## src/rtl/gpio_ind_pkg.sv

```systemverilog
package gpio_ind_pkg;
  typedef enum logic [1:0] {
    OFF_INDEX = 2'd0,
    OFF_WINDOW = 2'd1,
    OFF_INDATA = 2'd2,
    OFF_OUTDATA = 2'd3
  } reg_off_e;

  localparam logic [7:0] SUB_DIRECTION = 8'h01;
endpackage

```

## src/rtl/gpio_ind_regs.sv

```systemverilog
module gpio_ind_regs
  import gpio_ind_pkg::*;
#(
  parameter int DATA_W = 8
) (
  input  logic              clk,
  input  logic              rst_ni,
  input  logic              wr_i,
  input  logic [1:0]        off_i,
  input  logic [DATA_W-1:0] wdata_i,
  input  logic [DATA_W-1:0] indata_i,
  output logic [DATA_W-1:0] rdata_o,
  output logic [DATA_W-1:0] dir_o,
  output logic [DATA_W-1:0] outdata_o
);
  logic [7:0]        index_q, index_d;
  logic [DATA_W-1:0] dir_q, dir_d;
  logic [DATA_W-1:0] odr_q, odr_d;
  logic              dir_sel;
  reg_off_e          off;

  assign off     = reg_off_e'(off_i);
  assign dir_sel = (index_q == SUB_DIRECTION);

  always_comb begin
    index_d = index_q;
    dir_d   = dir_q;
    odr_d   = odr_q;
    if (wr_i) begin
      case (off)
        OFF_INDEX:   index_d = wdata_i[7:0];
        OFF_WINDOW:  if (dir_sel) dir_d = wdata_i;
        OFF_OUTDATA: odr_d = wdata_i;
        default:     ;
      endcase
    end
  end

  always_ff @(posedge clk or negedge rst_ni) begin
    if (!rst_ni) begin
      index_q <= 8'h00;
      dir_q   <= {DATA_W{1'b1}};
      odr_q   <= '0;
    end else begin
      index_q <= index_d;
      dir_q   <= dir_d;
      odr_q   <= odr_d;
    end
  end

  always_comb begin
    case (off)
      OFF_INDEX:   rdata_o = DATA_W'(index_q);
      OFF_WINDOW:  rdata_o = dir_sel ? dir_q : '0;
      OFF_INDATA:  rdata_o = indata_i;
      default:     rdata_o = odr_q;
    endcase
  end

  assign dir_o     = dir_q;
  assign outdata_o = odr_q;

  AST_INDEX_WRITE: assert property (@(posedge clk) disable iff (!rst_ni)
    (wr_i && off_i == 2'd0) |=> (index_q == $past(wdata_i[7:0])));
  AST_DIR_WRITE: assert property (@(posedge clk) disable iff (!rst_ni)
    (wr_i && off_i == 2'd1 && index_q == 8'h01) |=> (dir_q == $past(wdata_i)));
  AST_DIR_HOLD: assert property (@(posedge clk) disable iff (!rst_ni)
    !(wr_i && off_i == 2'd1 && index_q == 8'h01) |=> $stable(dir_q));
  AST_WINDOW_ZERO: assert property (@(posedge clk) disable iff (!rst_ni)
    (off_i == 2'd1 && index_q != 8'h01) |-> (rdata_o == '0));
  AST_INDATA_RO: assert property (@(posedge clk) disable iff (!rst_ni)
    (wr_i && off_i == 2'd2) |=> ($stable(index_q) && $stable(odr_q)));
  AST_ODR_WRITE: assert property (@(posedge clk) disable iff (!rst_ni)
    (wr_i && off_i == 2'd3) |=> (odr_q == $past(wdata_i)));
endmodule

```

## src/rtl/gpio_ind_sync.sv

```systemverilog
module gpio_ind_sync #(
  parameter int DATA_W = 8
) (
  input  logic              clk,
  input  logic              rst_ni,
  input  logic [DATA_W-1:0] pin_i,
  output logic [DATA_W-1:0] indata_o
);
  logic [DATA_W-1:0] meta_q, stab_q, idr_q;
  logic [1:0]        age_q, age_d;

  always_comb begin
    age_d = age_q;
    if (age_q != 2'd3) age_d = age_q + 2'd1;
  end

  always_ff @(posedge clk or negedge rst_ni) begin
    if (!rst_ni) begin
      meta_q <= '0;
      stab_q <= '0;
      idr_q  <= '0;
      age_q  <= 2'd0;
    end else begin
      meta_q <= pin_i;
      stab_q <= meta_q;
      idr_q  <= stab_q;
      age_q  <= age_d;
    end
  end

  assign indata_o = idr_q;

  AST_IN_LATENCY: assert property (@(posedge clk) disable iff (!rst_ni)
    (age_q == 2'd3) |-> (indata_o == $past(pin_i, 3)));
endmodule

```

## src/rtl/gpio_ind_pinmux.sv

```systemverilog
module gpio_ind_pinmux #(
  parameter int DATA_W = 8
) (
  input  logic              clk,
  input  logic              rst_ni,
  input  logic [DATA_W-1:0] dir_i,
  input  logic [DATA_W-1:0] outdata_i,
  input  logic [DATA_W-1:0] alt_en_i,
  input  logic [DATA_W-1:0] alt_oe_i,
  input  logic [DATA_W-1:0] alt_out_i,
  output logic [DATA_W-1:0] oe_o,
  output logic [DATA_W-1:0] out_o
);
  for (genvar i = 0; i < DATA_W; i++) begin : g_pin
    always_comb begin
      if (alt_en_i[i]) begin
        oe_o[i]  = alt_oe_i[i];
        out_o[i] = alt_out_i[i];
      end else begin
        oe_o[i]  = ~dir_i[i];
        out_o[i] = outdata_i[i];
      end
    end
  end

  AST_INPUT_TRISTATE: assert property (@(posedge clk) disable iff (!rst_ni)
    ((oe_o & dir_i & ~alt_en_i) == '0));
  AST_ALT_FOLLOW: assert property (@(posedge clk) disable iff (!rst_ni)
    (((oe_o ^ alt_oe_i) & alt_en_i) == '0));
endmodule

```

## src/rtl/gpio_indirect_port.sv

```systemverilog
module gpio_indirect_port #(
  parameter int PIN_W = 8
) (
  input  logic             clk,
  input  logic             rst_n,
  input  logic             reg_wr,
  input  logic [1:0]       reg_off,
  input  logic [PIN_W-1:0] reg_wdata,
  output logic [PIN_W-1:0] reg_rdata,
  input  logic [PIN_W-1:0] pin_in,
  output logic [PIN_W-1:0] pin_oe,
  output logic [PIN_W-1:0] pin_out,
  input  logic [PIN_W-1:0] alt_en,
  input  logic [PIN_W-1:0] alt_oe,
  input  logic [PIN_W-1:0] alt_out
);
  logic [1:0]       rst_pipe_q;
  logic             rst_int_n;
  logic [PIN_W-1:0] dir, odr, idr;

  always_ff @(posedge clk or negedge rst_n) begin
    if (!rst_n) rst_pipe_q <= 2'b00;
    else        rst_pipe_q <= {rst_pipe_q[0], 1'b1};
  end
  assign rst_int_n = rst_pipe_q[1];

  gpio_ind_regs #(.DATA_W(PIN_W)) u_regs (
    .clk(clk), .rst_ni(rst_int_n), .wr_i(reg_wr), .off_i(reg_off),
    .wdata_i(reg_wdata), .indata_i(idr), .rdata_o(reg_rdata),
    .dir_o(dir), .outdata_o(odr)
  );

  gpio_ind_sync #(.DATA_W(PIN_W)) u_sync (
    .clk(clk), .rst_ni(rst_int_n), .pin_i(pin_in), .indata_o(idr)
  );

  gpio_ind_pinmux #(.DATA_W(PIN_W)) u_mux (
    .clk(clk), .rst_ni(rst_int_n), .dir_i(dir), .outdata_i(odr),
    .alt_en_i(alt_en), .alt_oe_i(alt_oe), .alt_out_i(alt_out),
    .oe_o(pin_oe), .out_o(pin_out)
  );

  AST_OUT_DRIVE: assert property (@(posedge clk) disable iff (!rst_int_n)
    (((pin_out ^ odr) & ~dir & ~alt_en) == '0));
endmodule

```

## config.mk

```make
export PLATFORM = sky130hd
export DESIGN_NAME = gpio_indirect_port
export DESIGN_NICKNAME = d
export VERILOG_FILES = /design/src/rtl/gpio_ind_pkg.sv /design/src/rtl/gpio_ind_regs.sv /design/src/rtl/gpio_ind_sync.sv /design/src/rtl/gpio_ind_pinmux.sv /design/src/rtl/gpio_indirect_port.sv
export SDC_FILE = /design/constraint.sdc
export NUM_CORES = 1
export LEC_CHECK = 0
export BUFFER_PORTS_ARGS = -buffer_cell sky130_fd_sc_hd__buf_4
export CORE_UTILIZATION = 49
export DETAILED_ROUTE_END_ITERATION = 16
export GPL_TIMING_DRIVEN = 0
export PLACE_DENSITY = 0.89
export SLEW_MARGIN = 30
export SYNTH_ARGS = -nofsm -noshare
export SYNTH_HDL_FRONTEND = slang
export SYNTH_SLANG_ARGS = --single-unit
```

## constraint.sdc

```tcl
create_clock -name clk -period 2.1 [get_ports clk]
set_input_delay 0.42 -clock clk [delete_from_list [all_inputs] [get_ports clk]]
set_output_delay 0.42 -clock clk [all_outputs]
set_load 0.05 [all_outputs]
```

Word-level counts from Yosys, hierarchy flattened
Cells that the tools add are included.
{"block": "word_totals", "inputBits": 45, "register_bits": 50, "elab_cells": 41, "out_inout_bits": 24}
{"block": "op_classes", "n_bitwise": 8, "reduce_logical": 4, "muxes": 18, "n_eq_ne": 4}
{"cell": "8-bit one-hot mux with 3 select lines", "n": 1}
{"cell": "1-bit two-way mux", "n": 16}
{"cell": "8-bit by 1-bit == test with 1-bit output, second input constant", "n": 1}
{"cell": "8-bit two-way mux", "n": 1}
{"cell": "1-bit inverter", "n": 8}
{"cell": "2-bit == test, second input constant", "n": 2}
{"cell": "2-bit AND reduction", "n": 2}
{"cell": "3-bit AND reduction", "n": 1}
{"cell": "2-bit by 1-bit == test with 1-bit output, second input constant", "n": 1}
{"cell": "2-bit logical NOT", "n": 1}

Depth between registers and ports, before layout
Gate-level depths: netlist of run 1.
{"block": "depth", "word_depth": 3, "depth_mapped": 5, "ltp_nobuf": 3}

By module
Synthesis of run 1 repeated with hierarchy kept, for this count alone.
{"block": "hier_totals", "hier_cells": 153, "area_unflattened_um2": 2026.9}
{"mod": "gpio_ind_regs", "n_inst": 1, "area_per_inst_um2": 1177.4, "seq_area_each_um2": 610.6, "cells_per_inst": 102}
{"mod": "gpio_ind_sync", "n_inst": 1, "area_per_inst_um2": 600.6, "seq_area_each_um2": 600.6, "cells_per_inst": 24}
{"mod": "gpio_ind_pinmux", "n_inst": 1, "area_per_inst_um2": 195.2, "seq_area_each_um2": 0.0, "cells_per_inst": 24}
{"mod": "gpio_indirect_port", "n_inst": 1, "area_per_inst_um2": 53.8, "seq_area_each_um2": 50.0, "cells_per_inst": 3}

Worst setup path before layout of run 1
Ideal clock, no wire load.
{"block": "synth_timing", "path_kind": "in2out", "from": "input port reg_off[0]", "to": "output port reg_rdata[4]", "path_buffers": 2, "arrival_ns": 1.930, "slack_ns": -0.250, "path_stages": 5, "t_required_ns": 1.680, "path_cell_list": "clkbuf_1 clkbuf_1 o21ai_0 o31a_1 a21oi_1"}
{"block": "synth_between", "elab_chain_cells": 2, "word_cells_on_any_way": 4, "classes_between": "eq/ne (2); mux (1); reduce/logical (1)"}
{"item": "from (decl)", "line": "gpio_indirect_port.sv:7", "source": "input logic [1:0] reg_off,"}
{"item": "2-bit == test, or another cell as far along", "line": "gpio_ind_regs.sv:52", "source": "case (off)"}
{"item": "8-bit one-hot mux with 3 select lines (*)", "line": "gpio_ind_regs.sv:52"}
{"item": "to (decl)", "line": "gpio_indirect_port.sv:9", "source": "output logic [PIN_W-1:0] reg_rdata,"}
Mark *: on every way between the ends. The rest lies on a longest branch, timed or not.

Final worst setup path of run 1
{"block": "layout_timing", "from": "register u_regs.index_q[2]", "to": "output port reg_rdata[1]"}
{"block": "layout_between", "elab_chain_cells": 3}
{"item": "from (decl)", "line": "gpio_ind_regs.sv:16", "source": "logic [7:0] index_q, index_d;"}
{"item": "from (signal assigned)", "line": "gpio_ind_regs.sv:45", "source": "index_q <= index_d;"}
{"item": "8-bit by 1-bit == test with 1-bit output", "line": "gpio_ind_regs.sv:23", "source": "assign dir_sel = (index_q == SUB_DIRECTION);"}
{"item": "8-bit two-way mux", "line": "gpio_ind_regs.sv:54", "source": "OFF_WINDOW: rdata_o = dir_sel ? dir_q : '0;"}
{"item": "8-bit one-hot mux with 3 select lines", "line": "gpio_ind_regs.sv:52"}
Every way passes these cells.

==> flow_metrics.tcl, run 1 <==
set metrics [dict create \
    required_ns 1.68 \
    slowest_stage "dfrtp_1" \
    grt_pass1_wl_um 6879 \
    numPortBuffers 67 \
    first_pass_iters 4 \
    worstPathArrival_ns 1.73 \
    combPwrFrac_pct 26.4 \
    finish.utilization_pct 72.97 \
    cts_buffers 5 \
    finClkSkew_ns 0.004338 \
    clk_latency_ns 0.29 \
    cts-root-buf "clkbuf_8" \
    start_kind "flop" \
    hold_violations 0 \
    synth-warning-count 0 \
    synth_area_leaders "dfrtp_1 (51%), mux2_2 (18%), dfstp_2 (10%), o21ai_0 (3.9%), o31a_1 (3.4%)" \
    path_depth 5 \
    crit_family "flip-flops" \
    slew_viol_final 0 \
    overflow 0 \
    start_util_pct 51.39 \
    r2r_cells 5 \
    syn_inst 160 \
    power.switching_uw 742.8 \
    die_h_um 66.77 \
    post-route-period-util_pct 102.3 \
    rows 23 \
    fillers 269 \
    r2r_setup_slack_ns 0.39 \
    vias_per_cell 5.311 \
    synth-seq-area-share_pct 61.35 \
    postRouteAntennaNets 0 \
    die-width_um 66.77 \
    cp_max_fo 5 \
    drc 0 \
    pin_count 69 \
    worst_pin_slew_ns 0.5149 \
    slowest_delay_ns 0.44 \
    reg2reg_to "u_regs.dir_o[5]" \
    finalPower_uw 2453 \
    grt_antenna_before_repair 0 \
    crit-reg2reg-launch "u_regs.index_q[5]" \
    holdCritPathClass "reg2async" \
    violations "negative setup slack" \
    crit_end "reg_rdata[1]" \
    worstSetupStartpoint "u_regs.index_q[2]" \
    drive_gt1_share_pct 58.13 \
    vias 1572 \
    syn2layout_area_growth_pct 42.00 \
    fmax_ghz 0.4656 \
    clkSinkCount 50 \
    fin_crit_ns 2.148 \
    synth_largest_area_cell "dfrtp_1" \
    syn_avg_cell_area_um2 12.85 \
    p_int_uw 1711 \
    cts_htree_levels 2 \
    die_area_mm2 0.004458 \
    path_clk_slew_ns 0.09 \
    n_antenna_cell 0 \
    synthesis.area_mm2 0.002056 \
    synth.distinct_cells 19 \
    routed_wl_um 4584 \
    grt_max_degree 33 \
    routabilityCongestion 0.7972 \
    fin_ws_ns -0.04760 \
    setup-violations-final 8 \
    first_iter_violations 68 \
    cap_violations 0 \
    grt_pass1_vias 1483 \
    power.leakage_uw 0.001338 \
    rsz0062_at_grt "yes" \
    ys_ff_latch 50 \
    nets 290 \
    dp_hpwl_um 3007 \
    syn-num-nets 205 \
    p_clk_share_pct 26.6 \
    p_seq_share_pct 47.0 \
    core_region_area_mm2 0.004000 \
    tritoncts "built" \
    maxSlewHeadroom_pct 65.58 \
    path_buf_inv 2 \
    grtUsageTotal_pct 21.73 \
    end_kind "output port" \
    p_per_area_mw_per_mm2 840.5 \
    cp_cell_sequence "nor4bb_4 > buf_4 > nand4_1 > a21oi_2 > buf_6" \
    swShare_pct 30.27 \
    status "complete, but fails checks" \
    ir_worst_vdd_v 0.0005884 \
    synth_top_area_share_pct 51.13 \
    worst-setup-path-type "reg2out" \
    wl_per_cell_um 15.49 \
    clk_path_buf_depth 2 \
]
power groups by stage:
stage                     logic (uW)  clock network (uW)  registers [uW]
after global placement           550                   0            1160
after CTS                        618                 668            1140
after floorplan                  395                   0            1150
final                            647                 653            1150
after detailed placement         577                   0            1160
after global routing             687                 711            1170
kinds of logic (layout without fill, tap and decap cells):
kind of cell | count (synthesis) | in the layout | synth area share [%]
buf+inv | 14 | 100 | 2.739
simple gates | 31 | 31 | 8.947
compound gates | 32 | 32 | 9.252
flops | 50 | 50 | 61.35
mux | 32 | 32 | 17.53
other cells | 1 | 1 | 0.1824
per-stage QoR:
step / hold WS, ns / setup slack [ns] / instances / setup TNS [ns] / area, um2
finish: 0.1927 / -0.04760 / 296 / -0.2256 / 2919
global route: 0.2102 / -0.1411 / 296 / -0.8329 / 2919
detailed placement: 0.2021 / -0.2231 / 278 / -1.703 / 2673
floorplan: 0.1244 / 0.01085 / 160 / 0 / 2086
global placement: 0.2033 / -0.2109 / 277 / -1.625 / 2651
CTS: 0.2076 / -0.04689 / 292 / -0.1545 / 2873
worst min path at each step:
stage | startpoint | endpoint | slack (ns) | cells after the start
after floorplan | rst_n | rst_pipe_q[0] | 0.12 | 0
after global placement | rst_n | rst_pipe_q[0] | 0.20 | 1
after detailed placement | rst_pipe_q[1] | u_regs.index_q[0] | 0.20 | 0
after CTS | rst_pipe_q[1] | u_regs.index_q[0] | 0.21 | 0
after global routing | pin_in[6] | u_sync.meta_q[6] | 0.21 | 1
final | rst_pipe_q[1] | u_sync.indata_o[3] | 0.19 | 0
cells in the final DEF, fill, tap and decap left out, drive strengths merged, types with 2 or more instances in the layout:
cell      netlist  final
buf             3     80
dfrtp          42     42
mux2           32     32
o21ai          16     16
nand4           9      9
nand2           9      9
clkbuf          3      9
o31a            8      8
nor2            8      8
a21oi           8      8
dfstp           8      8
inv             7      7
clkinvlp        0      2
nor2b           2      2
cell usage after synthesis:
| library cell | instances |
|---|---|
| clkbuf_1 | 3 |
| nand4_4 | 1 |
| nand3_1 | 1 |
| inv_1 | 7 |
| dfstp_2 | 8 |
| nor4_4 | 1 |
| nor2b_1 | 2 |
| o21ai_0 | 16 |
| clkinv_1 | 1 |
| a21oi_1 | 8 |
| nand4_1 | 8 |
| mux2_2 | 32 |
| conb_1 | 1 |
| nand2_1 | 9 |
| nor4bb_1 | 1 |
| buf_2 | 3 |
| dfrtp_1 | 42 |
| nor2_1 | 8 |
| o31a_1 | 8 |
cell type report:
type / count / area, um2 / share of cell area, %
multi-input cells: 96 / 785.8 / 26.92
inverters: 8 / 33.78 / 1.157
repair buffers: 78 / 630.6 / 21.60
clock buffers: 6 / 72.57 / 2.486
plain buffers: 6 / 33.78 / 1.157
flip-flops and latches: 50 / 1262 / 43.25
clock inverters: 2 / 37.54 / 1.286
well taps: 50 / 62.56 / 2.143
what timing repair did:
item,in CTS,in global routing
gates cloned,1,0
hold endpoints to repair,2,0
resized for setup,14,6
hold buffers,1,0
buffers inserted,4,4
pin swaps,17,1
endpoints found under the setup margin,8,8
registers in the layout (all words and copies together) (netlist names):
register          cells
u_regs.dir_o          8
u_regs.index_q        8
u_regs.outdata_o      8
u_sync.indata_o       8
u_sync.meta_q         8
u_sync.stab_q         8
rst_pipe_q            2
per-layer routing:
layer  track usage (%)  share of wire, %
met5                 0                 0
met4             11.44              0.85
met3             4.623               6.4
met2             36.24                53
met1             26.23                40
(Power assumes the default switching activity.)
==> run 2: changes to the inputs <==
- CELL_PAD_IN_SITES_DETAIL_PLACEMENT: unset -> 0
- CELL_PAD_IN_SITES_GLOBAL_PLACEMENT: unset -> 1
- CORE_UTILIZATION: 49 -> 38
- PLACE_DENSITY: 0.89 -> 0.88
==> flow_metrics.tcl, run 2 (synthesized netlist as in run 1, its figures left out) <==
set metrics [dict create \
    clk_path_buf_depth 2 \
    end_kind "output port" \
    syn2layout_area_growth_pct 41.02 \
    worst_pin_slew_ns 0.5875 \
    numPortBuffers 67 \
    path_clk_slew_ns 0.09 \
    vias_per_cell 4.822 \
    first_pass_iters 4 \
    grtUsageTotal_pct 15.79 \
    reg2reg_to "u_regs.dir_o[1]" \
    start_util_pct 39.74 \
    cts-root-buf "clkbuf_8" \
    grt_pass1_wl_um 6589 \
    die_h_um 75.55 \
    min_to "u_sync.meta_q[6]" \
    grt_pass1_vias 1422 \
    fin_ws_ns -0.01512 \
    drive_gt1_share_pct 57.96 \
    cp_max_fo 5 \
    fin_area_mm2 0.002899 \
    start_kind "flop" \
    fin_crit_ns 2.115 \
    r2r_cells 6 \
    core_region_area_mm2 0.005172 \
    layout_common_cells "buf_4 (69), dfrtp_1 (41), mux2_2 (32)" \
    holdCritPathClass "in2reg" \
    n_antenna_cell 0 \
    post-route-period-util_pct 100.7 \
    grt_antenna_before_repair 0 \
    required_ns 1.68 \
    routed_wl_um 4183 \
    fillers 418 \
    hold_violations 0 \
    r2r_setup_slack_ns 0.36 \
    pin_count 69 \
    worstPathArrival_ns 1.70 \
    die_area_mm2 0.005708 \
    wl_per_cell_um 13.28 \
    hp-start "pin_in[6]" \
    maxSlewHeadroom_pct 60.83 \
    finClkSkew_ns 0.004418 \
    ir_worst_vdd_v 0.0006873 \
    overflow 0 \
    slew_viol_final 0 \
    grt_max_degree 49 \
    postRouteAntennaNets 0 \
    clkSinkCount 50 \
    cts_buffers 5 \
    clk_latency_ns 0.29 \
    nets 289 \
    cts_htree_levels 2 \
    fmax_ghz 0.4728 \
    timing.hold.ws_ns 0.2241 \
    dp_hpwl_um 2782 \
    rows 26 \
    status "complete, but fails checks" \
    setup-violations-final 1 \
    crit-reg2reg-launch "u_regs.index_q[2]" \
    power.leakage_uw 0.001318 \
    cap_violations 0 \
    p_per_area_mw_per_mm2 797.0 \
    rsz0062_at_grt "yes" \
    first_iter_violations 70 \
    final_common_cell "buf_4" \
    worst-setup-path-type "reg2out" \
    tritoncts "built" \
    finalPower_uw 2310 \
    die-width_um 75.55 \
    drc 0 \
    violations "negative setup slack" \
    routabilityCongestion 0.7436 \
    vias 1519 \
    min_path_cells 1 \
    dpl_cell_area_mm2 0.002680 \
]
run 2: through the flow:
| stage | utilization [%] | std cells | setup WS (ns) | TNS [ns] |
|---|---|---|---|---|
| floorplan | - | 160 | 0.01085 | 0 |
| global placement | 51.74 | 297 | -0.2556 | -1.977 |
| detailed placement | 51.81 | 297 | -0.2653 | -1.986 |
| CTS | 55.59 | 312 | -0.02094 | -0.03435 |
| global route | 56.05 | 315 | -0.1109 | -0.6217 |
| finish | 56.05 | 315 | -0.01512 | -0.01512 |
run 2: worst max-delay path: stages (launching register included):
cell      delay, ns
dfrtp_1        0.42
nor4bb_4       0.32
buf_4          0.20
nand4_1        0.12
a21oi_2        0.17
buf_6          0.17
run 2: repair_timing:
action	CTS	global route
gates resized for setup	16	2
hold endpoints to repair	2	0
buffers inserted	5	3
setup endpoints to repair	8	8
pin swaps	8	8
hold buffers	1	0
cloned	1	0
run 2: where the power goes:
part / total [uW] / leakage (uW) / internal (uW) / switching (uW)
logic: 620 / 0.000707 / 280 / 340
registers: 1150 / 0.000574 / 1070 / 84.9
clock network: 537 / 0.0000374 / 235 / 302
run 2: final cells by class:
type | instances | area, um2 | area share [%]
Tap cell | 70 | 87.58 | 3.021
Sequential cell | 50 | 1265 | 43.63
Clock inverter | 2 | 15.01 | 0.5179
Inverter | 8 | 31.28 | 1.079
Multi-Input combinational cell | 96 | 785.8 | 27.10
Buffer | 6 | 31.28 | 1.079
Clock buffer | 6 | 72.57 | 2.503
Timing Repair Buffer | 77 | 610.6 | 21.06
run 2: worst max path at each step:
| stage | startpoint | end | slack, ns | depth (start not counted) |
|---|---|---|---|---|
| after floorplan | reg_off[0] | reg_rdata[4] | 0.01 | 5 |
| after global placement | reg_off[0] | reg_rdata[7] | -0.26 | 7 |
| after detailed placement | reg_off[0] | reg_rdata[7] | -0.27 | 7 |
| after CTS | u_regs.index_q[3] | reg_rdata[2] | -0.02 | 5 |
| after global routing | u_regs.index_q[2] | reg_rdata[2] | -0.11 | 5 |
| final | u_regs.index_q[2] | reg_rdata[2] | -0.02 | 5 |
run 2: metal layers:
metal	wire [um]	GRT usage (%)
met1	1809	18.08
met2	2148	29.27
met3	202	3.968
met4	23	4.321
met5	0	0
